==> config.mk <==
export PLATFORM = sky130hd
export DESIGN_NAME = rx_status_fifo
export DESIGN_NICKNAME = d
export VERILOG_FILES = /design/src/rtl/rxq_pkg.sv /design/src/rtl/rxq_admit.sv /design/src/rtl/rxq_store.sv /design/src/rtl/rxq_rts.sv /design/src/rtl/rx_status_fifo.sv
export SDC_FILE = /design/constraint.sdc
export NUM_CORES = 1
export LEC_CHECK = 0
export BUFFER_PORTS_ARGS = -buffer_cell sky130_fd_sc_hd__buf_2
export CORE_ASPECT_RATIO = 0.6
export CORE_MARGIN = 1.5
export CORE_UTILIZATION = 44
export CTS_BUF_LIST = sky130_fd_sc_hd__clkbuf_8
export DETAILED_ROUTE_END_ITERATION = 12
export SYNTH_ARGS = -nofsm -noshare
export SYNTH_HDL_FRONTEND = slang
export SYNTH_SLANG_ARGS = --single-unit
export TNS_END_PERCENT = 20
==> constraint.sdc <==
create_clock -name clk -period 7.8 [get_ports clk]
set_input_delay 2.34 -clock clk [delete_from_list [all_inputs] [get_ports clk]]
set_output_delay 2.34 -clock clk [all_outputs]
set_load 0.02 [all_outputs]
==> src/rtl/rxq_pkg.sv <==
// Package rxq_pkg: the type shared by the receive status queue modules.
// Assumes: characters are 8 bits wide.
package rxq_pkg;
    localparam int BYTE_W = 8;

    typedef struct packed {
        logic              ovr;   // a later character was lost after this one
        logic              brk;   // the entry is part of a break
        logic              frm;   // the stop bit was bad
        logic              par;   // the parity check failed
        logic [BYTE_W-1:0] data;  // received byte
    } rxq_entry_t;
endpackage

==> src/rtl/rxq_admit.sv <==
// Module rxq_admit: decides how many queue slots an incoming character
// takes (2 for a break, 1 otherwise) and how many of them fit. It builds
// the entries to write and says where the overrun mark goes.
// Assumes: free_slots counts the slot released by a pop in the same cycle.
module rxq_admit
    import rxq_pkg::*;
#(
    parameter int DEPTH = 16,
    localparam int CNT_W = $clog2(DEPTH + 1)
) (
    input  logic              rx_valid,
    input  logic [BYTE_W-1:0] rx_data,
    input  logic              rx_parity_err,
    input  logic              rx_frame_err,
    input  logic [CNT_W-1:0]  free_slots,
    output logic [1:0]        wr_cnt,
    output rxq_entry_t        wr_e0,
    output rxq_entry_t        wr_e1,
    output logic              mark_tail
);
    logic       is_brk;
    logic [1:0] n_req;
    logic       lost;

    // Classify the character and work out how many slots it asks for.
    always_comb begin
        is_brk = rx_frame_err && (rx_data == '0);
        n_req  = !rx_valid ? 2'd0 : (is_brk ? 2'd2 : 2'd1);
    end

    // Limit the write count to the room that is free.
    always_comb begin
        if (CNT_W'(n_req) <= free_slots) begin
            wr_cnt = n_req;
        end else begin
            wr_cnt = free_slots[1:0];
        end
        lost = (wr_cnt != n_req);
    end

    // Build the entries. The overrun mark goes on the last entry that is written.
    always_comb begin
        wr_e0.data = rx_data;
        wr_e0.par  = rx_parity_err;
        wr_e0.frm  = rx_frame_err;
        wr_e0.brk  = is_brk;
        wr_e0.ovr  = lost && (wr_cnt == 2'd1);
        wr_e1      = wr_e0;
        wr_e1.ovr  = 1'b0;
        mark_tail  = lost && (wr_cnt == 2'd0);
    end
endmodule

==> src/rtl/rxq_store.sv <==
// Module rxq_store: a circular buffer of status entries. It can write
// zero, one or two entries per cycle, pop one entry, and set the overrun
// flag on the existing tail entry.
// Assumes: DEPTH is a power of two. mark_tail is only raised when the
// queue is full and no pop is taking place.
module rxq_store
    import rxq_pkg::*;
#(
    parameter int DEPTH = 16,
    localparam int CNT_W = $clog2(DEPTH + 1),
    localparam int PTR_W = $clog2(DEPTH)
) (
    input  logic             clk,
    input  logic             rst_n,
    input  logic [1:0]       wr_cnt,
    input  rxq_entry_t       wr_e0,
    input  rxq_entry_t       wr_e1,
    input  logic             mark_tail,
    input  logic             pop_req,
    output rxq_entry_t       head,
    output logic [CNT_W-1:0] count,
    output logic [CNT_W-1:0] free_slots
);
    rxq_entry_t       mem [DEPTH];
    logic [PTR_W-1:0] wr_ptr, rd_ptr, wr_ptr_p1, wr_ptr_m1;
    logic             pop_eff;

    // Decode the pop and the neighbouring write addresses.
    always_comb begin
        pop_eff    = pop_req && (count != '0);
        wr_ptr_p1  = wr_ptr + PTR_W'(1);
        wr_ptr_m1  = wr_ptr - PTR_W'(1);
        free_slots = CNT_W'(DEPTH) - count + CNT_W'(pop_eff);
        head       = mem[rd_ptr];
    end

    // Write the storage array.
    always_ff @(posedge clk) begin
        if (wr_cnt != 2'd0) mem[wr_ptr] <= wr_e0;
        if (wr_cnt == 2'd2) mem[wr_ptr_p1] <= wr_e1;
        if (mark_tail) mem[wr_ptr_m1].ovr <= 1'b1;
    end

    // Advance the pointers and the occupancy count.
    always_ff @(posedge clk) begin
        if (!rst_n) begin
            wr_ptr <= '0;
            rd_ptr <= '0;
            count  <= '0;
        end else begin
            wr_ptr <= wr_ptr + PTR_W'(wr_cnt);
            rd_ptr <= rd_ptr + PTR_W'(pop_eff);
            count  <= count + CNT_W'(wr_cnt) - CNT_W'(pop_eff);
        end
    end
endmodule

==> src/rtl/rxq_rts.sv <==
// Module rxq_rts: registers the request-to-send pin from the fill level,
// the threshold, the enable and the force bit.
// Assumes: a threshold field of 0 encodes DEPTH.
module rxq_rts #(
    parameter int DEPTH = 16,
    localparam int CNT_W = $clog2(DEPTH + 1),
    localparam int LVL_W = $clog2(DEPTH)
) (
    input  logic             clk,
    input  logic             rst_n,
    input  logic [CNT_W-1:0] count,
    input  logic             flow_en,
    input  logic [LVL_W-1:0] level,
    input  logic             force_hi,
    output logic             rts_n
);
    logic [CNT_W-1:0] lvl_eff;

    // Expand the threshold field; 0 stands for a full queue.
    always_comb lvl_eff = (level == '0) ? CNT_W'(DEPTH) : CNT_W'(level);

    // Register the pin so that it does not glitch.
    always_ff @(posedge clk) begin
        if (!rst_n) rts_n <= 1'b0;
        else        rts_n <= force_hi || (flow_en && (count >= lvl_eff));
    end
endmodule

==> src/rtl/rx_status_fifo.sv <==
// Module rx_status_fifo: a receive queue that stores each character with
// its error flags and drives the request-to-send pin from the fill level.
// Assumes: rx_valid pulses for one cycle per character. The head fields
// read as zero when the queue is empty.
module rx_status_fifo
    import rxq_pkg::*;
#(
    parameter int DEPTH = 16,
    localparam int CNT_W = $clog2(DEPTH + 1),
    localparam int LVL_W = $clog2(DEPTH)
) (
    input  logic              clk,
    input  logic              rst_n,
    input  logic              rx_valid,
    input  logic [BYTE_W-1:0] rx_data,
    input  logic              rx_parity_err,
    input  logic              rx_frame_err,
    input  logic              pop,
    input  logic              rts_flow_en,
    input  logic [LVL_W-1:0]  rts_level,
    input  logic              rts_force,
    output logic              head_valid,
    output logic [BYTE_W-1:0] head_data,
    output logic              head_overrun,
    output logic              head_parity,
    output logic              head_frame,
    output logic              head_break,
    output logic [CNT_W-1:0]  fill_count,
    output logic              rts_n
);
    logic [1:0]       wr_cnt;
    rxq_entry_t       wr_e0, wr_e1, head;
    logic             mark_tail;
    logic [CNT_W-1:0] free_slots;

    rxq_admit #(.DEPTH(DEPTH)) u_admit (
        .rx_valid(rx_valid), .rx_data(rx_data), .rx_parity_err(rx_parity_err),
        .rx_frame_err(rx_frame_err), .free_slots(free_slots),
        .wr_cnt(wr_cnt), .wr_e0(wr_e0), .wr_e1(wr_e1), .mark_tail(mark_tail)
    );

    rxq_store #(.DEPTH(DEPTH)) u_store (
        .clk(clk), .rst_n(rst_n), .wr_cnt(wr_cnt), .wr_e0(wr_e0), .wr_e1(wr_e1),
        .mark_tail(mark_tail), .pop_req(pop), .head(head),
        .count(fill_count), .free_slots(free_slots)
    );

    rxq_rts #(.DEPTH(DEPTH)) u_rts (
        .clk(clk), .rst_n(rst_n), .count(fill_count), .flow_en(rts_flow_en),
        .level(rts_level), .force_hi(rts_force), .rts_n(rts_n)
    );

    // Show the head entry, or zeros when the queue is empty.
    always_comb begin
        head_valid   = (fill_count != '0);
        head_data    = head_valid ? head.data : '0;
        head_overrun = head_valid && head.ovr;
        head_parity  = head_valid && head.par;
        head_frame   = head_valid && head.frm;
        head_break   = head_valid && head.brk;
    end
endmodule

Yosys cells after proc, flatten, opt, wreduce, memory -nomap -nowiden --
Memory sizes are Yosys's and may differ from the RTL's. A register that Yosys moved wholly into a read port is not among the register bits. Index checks and enable logic that the tools add are counted.
Storage, ports and cells: flip-flop bits (word level) 14, memory bits (writable) 192, bits of input ports 20, output and inout port bits 19, word-level logic and storage cells 49, memories kept 1
Memories:
- u_store.mem | words 16, bits a word 12, read ports 1, clocked after Yosys merged registers in 1, wr ports 2, RTL line rxq_store.sv:24 | rxq_entry_t mem [DEPTH];
Cells by class: add/subtract/negate cells 8, magnitude comparators 2, eq/ne operators 3, mux-type cells 15, reduce and logical (&&, ||, !) cells 16
Operators with widths (count):
- 12-bit 2-to-1 mux | 1
- 12-bit OR reduction | 1
- 1-bit logical AND | 9
- 8-bit zero test | 1
- 2-bit 2-to-1 mux | 4
- 4-bit 2-to-1 mux | 2
- 8-bit 2-to-1 mux | 1
- 1-bit 2-to-1 mux | 6
- 5-bit by 1-bit adder with 5-bit output | 1
- 5-bit by 2-bit adder with 5-bit output | 1
- 5-bit greater-or-equal comparator | 1
- 2-bit by 5-bit less-or-equal comparator with 1-bit output | 1
- 5-bit 2-to-1 mux | 1
- 5-bit nonzero test | 1
- 5-bit by 1-bit subtractor with 5-bit output | 1
- 5-bit subtractor (first input constant) | 1
- 4-bit by 1-bit adder with 4-bit output | 1
- 4-bit by 1-bit adder with 4-bit output (second input constant) | 1
- 4-bit by 2-bit adder with 4-bit output | 1
- 4-bit zero test | 1
- 4-bit by 1-bit subtractor with 4-bit output (second input constant) | 1
- 2-bit by 1-bit equality test with 1-bit output (second input constant) | 1
- 2-bit equality test (second input constant) | 1
- 2-bit zero test | 1
- other kinds (3) | 3

Depth between registers and ports, before layout --
depth in word-level cells 12, gate-level depth with buffers 26, mapped depth without buffers 24

Modules after synthesis --
Synthesis repeated with hierarchy kept, for this count alone.
Unflattened totals: cell total of the unflattened synthesis 840, area, all modules 11040.6 um2
Modules (own cells, without submodules):
- rxq_store | times used 1, cells each 761, area an instance 10402.5 um2, seq. area each 5865.6 um2
- rxq_admit | times used 1, cells each 42, area an instance 346.6 um2, seq. area each 0.0 um2
- rxq_rts | times used 1, cells each 20, area an instance 157.7 um2, seq. area each 20.0 um2
- rx_status_fifo | times used 1, cells each 17, area an instance 133.9 um2, seq. area each 0.0 um2

Worst setup path before layout --
No wires, ideal clock.
path kind input to register, start point input pop, end point register u_store.count[4], library setup time 0.116 ns, data arrival time 5.317 ns, required time 7.684 ns, path slack 2.368 ns, cell stages on the path 19, buffers on the path 1, cell sequence nand2_1 ha_1 inv_1 ha_1 inv_1 ha_1 nor2b_1 o2111ai_1 nor2_2 buf_4 nor2_1 nor2_1 xnor2_1 fa_1 inv_1 a21oi_1 nor2_1 or3_1 and3_1
On the way: longest elaborated chain between the ends 6
Ends and longest elaborated chain:
- from (decl) | RTL line rx_status_fifo.sv:18 | input logic pop,
- 1-bit logical AND * | RTL line rxq_store.sv:30 | pop_eff = pop_req && (count != '0);
- 5-bit by 1-bit adder with 5-bit output | RTL line rxq_store.sv:33 | free_slots = CNT_W'(DEPTH) - count + CNT_W'(pop_eff);
- 2-bit by 5-bit less-or-equal comparator with 1-bit output | RTL line rxq_admit.sv:33 | if (CNT_W'(n_req) <= free_slots) begin
- 2-bit 2-to-1 mux | RTL line rxq_admit.sv:33
- 5-bit by 2-bit adder with 5-bit output | RTL line rxq_store.sv:53 | count <= count + CNT_W'(wr_cnt) - CNT_W'(pop_eff);
- 5-bit by 1-bit subtractor with 5-bit output * | RTL line rxq_store.sv:53
- to (signal assigned) | RTL line rxq_store.sv:53
- to (decl) | RTL line rxq_store.sv:21 | output logic [CNT_W-1:0] count,
Every way passes the cells marked *; elsewhere a longest branch is shown, timed or not. A chain may end at the register's enable or synchronous reset.

==> metrics.yaml <==
timing:
  tns_ps: 0
  fin_skew_ps: 19.2
  tightest_slew_ps: 1130
  fin_crit_sh_pct: 79.9
  maxSlewViolCount: 0
  whs_ps: 516
  timing.slew.headroom_pct: 24.1
  rsz0062_at_grt: "false"
  setup_viol: 0
  hold_violations: 0
  max_freq_mhz: 161
  fin_crit_ps: 6230
clock_tree:
  clkLatencyLatePin_ps: 510
  cts_sinks: 206
  post_cts_buffers: 0
  hold_buffers: 0
  cts_made_buffers: 34
  clk_pin_slew_ps: 60
  clockRootBuffer: "clkbuf_8"
  cts.repair.resized: 0
  clock_path_buffers: 3
  cts_tree: "built"
  htreeDepth: 2
detailed_routing:
  drc: 0
  dr_total_vias: 6378
  drt-total-wl_um: 25000
  drtIter0Drc: 686
  first_pass_iters: 5
  wl_per_cell_um: 22.3
  postRouteAntennaNets: 0
  routed_via_density: 5.70
pwr:
  switching_share_pct: 35.4
  pwr-share-seq_pct: 40.8
  vdd_drop_max_mv: 0.0997
  p_per_area_mw_per_mm2: 312
  power.share.clock_pct: 23.6
  leakage_nw: 3.83
  comb_power_share_pct: 35.6
  power.switching_mw: 1.25
  p_int_mw: 2.28
place:
  port_buffers: 38
  gp_congestion: 0.831
  hpwlAfterDp_um: 16500
setup_path:
  crit_arrival_ps: 6380
  cp_data_required_time_ps: 7960
  endpoint_kind: "flip-flop"
  startpoint: "rx_data[0]"
  reg2reg_from: "u_store.count[3]"
  start_kind: "primary input"
  critical_path.max_fanout: 77
  critPathKind: "primary input to flip-flop"
synth:
  ys_async_sr_fraction_pct: 0
  yosysWarnings: 0
  avgSynthCellArea_um2: 13.6
  synth_edf_count: 176
  ys_ff_latch: 206
  seq_area_frac_synth_pct: 56.8
  synthesis.nets: 807
  synth_cells: 760
  synthesis.area_mm2: 0.0104
  ys_types: 55
  ys.flop_type: "edfxtp_1"
global_route:
  grt_use_met3_pct: 4.20
  met2_usage_pct: 30.3
  grt_antenna_before_repair: 4
  grt_pass1_wl_um: 38400
  grt_max_degree: 78
  grt-ovfl-total: 0
  grt_usage_pct: 21.3
  gr-usage-met1_pct: 33.6
  grt_busiest_layer: "met1"
  grt_pass1_vias: 6139
run_status:
  status: "finished clean"
final_layout:
  final_nets: 831
  drive_gt1_share_pct: 20.0
  n_fill_cell: 1998
  n_antenna_cell: 0
  synthToLayoutAreaGrowth_pct: 9.49
hold_path:
  hp-start: "u_store.mem[0][11]"
  hp-class: "flip-flop to flip-flop"
floorplanning:
  die_width_um: 201
  die_h_um: 122
  die_area_mm2: 0.0245
  core_mm2: 0.0231
  num_rows: 43
  initial_core_util_pct: 44.9
  io_pins: 39
flow_run:
  maxCapViolCount: 0
power by group through the flow:
stage	registers, mW	clock network [mW]	logic (mW)
6_report	1.44	0.834	1.26
3_5_place_dp	1.47	0	1.25
4_1_cts	1.44	0.854	1.25
3_3_place_gp	1.46	0	1.22
2_1_floorplan	1.41	0	0.924
5_1_grt	1.46	0.903	1.36
cell type report:
class                   count  area (um2)  share of cell area (%)
clock buffers              35         482                    4.25
clock inverters            21        90.1                   0.794
inverters                  23        86.3                   0.761
multi-input cells         472        4150                    36.5
flip-flops and latches    206        5890                    51.9
well taps                 315         394                    3.47
repair buffers             47         258                    2.27
layer usage:
layer	wire length [um]	share of wire [%]
met5	0	0
met4	271	1.1
met3	2190	8.8
met2	10500	42
met1	12000	48
worst paths after layout:
path | endpoint | slack (ps) | cells after the start
worst max-delay path | u_store.mem[10][6] | 1570 | 13
worst min register to register | u_store.mem[0][11] | 520 | 2
worst min-delay path | u_store.mem[0][11] | 520 | 2
worst max register to register | u_store.mem[10][6] | 2150 | 17
critical path, cell delays in order:
cell and delay, ps:
buf_2 200, nor4_1 380, nand2_1 450, nor2_1 260, nand2_1 130, inv_1 90
ha_1 170, nor2b_1 190, o2111a_1 350, nand3_4 540, o21ai_1 390, o211ai_2 310
a32o_1 560
kinds of logic (layout without fill, tap and decap cells):
group	Yosys count	count (layout)	synth area share, %
mux	61	61	13.1
buf+inv	82	126	3.32
flops	206	206	56.8
fa+ha+maj	27	27	3.40
simple gates	280	280	15.6
compound gates	93	93	6.87
xor+xnor	11	11	0.930
Yosys cell counts, types with 4 or more instances:
cell type / instances / area share (%)
edfxtp_1: 176 / 51
and2_1: 158 / 9.5
mux4_2: 60 / 13
clkbuf_1: 40 / 1.4
nor2_1: 32 / 1.2
dfxtp_1: 30 / 5.8
ha_1: 25 / 3.0
a21oi_1: 22 / 1.1
inv_1: 21 / 0.76
nor2b_1: 18 / 1.1
nand2_1: 17 / 0.62
nor3_1: 17 / 0.82
and3_1: 11 / 0.66
nand3_1: 9 / 0.43
xnor2_1: 9 / 0.76
a22o_1: 8 / 0.68
a311oi_1: 8 / 0.68
a32o_1: 8 / 0.77
buf_2: 8 / 0.39
o21ai_1: 8 / 0.39
a221oi_1: 7 / 0.59
buf_1: 7 / 0.25
o21ai_0: 7 / 0.34
a21o_1: 6 / 0.43
nand2b_1: 4 / 0.24
nor4_1: 4 / 0.24
metrics by stage:
stage	setup slack [ps]	cell area, um2	cells	power (mW)	util [%]
3_3_place_gp	1260	10800	1063	2.68	46.7
4_1_cts	1560	11300	1119	3.55	49.2
5_1_grt	1100	11300	1119	3.73	49.2
6_report	1570	11300	1119	3.53	49.2
3_5_place_dp	1050	10800	1063	2.72	46.7
2_1_floorplan	2370	10400	760	2.33	-
placed cells by master (no fill, tap or decap), types with 9 or more instances in the layout:
| master | n |
|---|---|
| buf_2 | 38 |
| nor3_1 | 17 |
| edfxtp_1 | 176 |
| mux4_2 | 60 |
| buf_4 | 9 |
| a21oi_1 | 22 |
| dfxtp_1 | 28 |
| inv_1 | 32 |
| xnor2_1 | 9 |
| nor2b_1 | 18 |
| nand2_1 | 17 |
| nor2_1 | 32 |
| and3_1 | 11 |
| and2_1 | 158 |
| ha_1 | 25 |
| clkbuf_8 | 35 |
sequential cells by signal, indices dropped and copies added, names as in the netlist:
signal          cells
u_store.mem       192
u_store.count       5
u_store.rd_ptr      4
u_store.wr_ptr      4
u_rts.rts_n         1
Power figures use the tool's default switching activity.
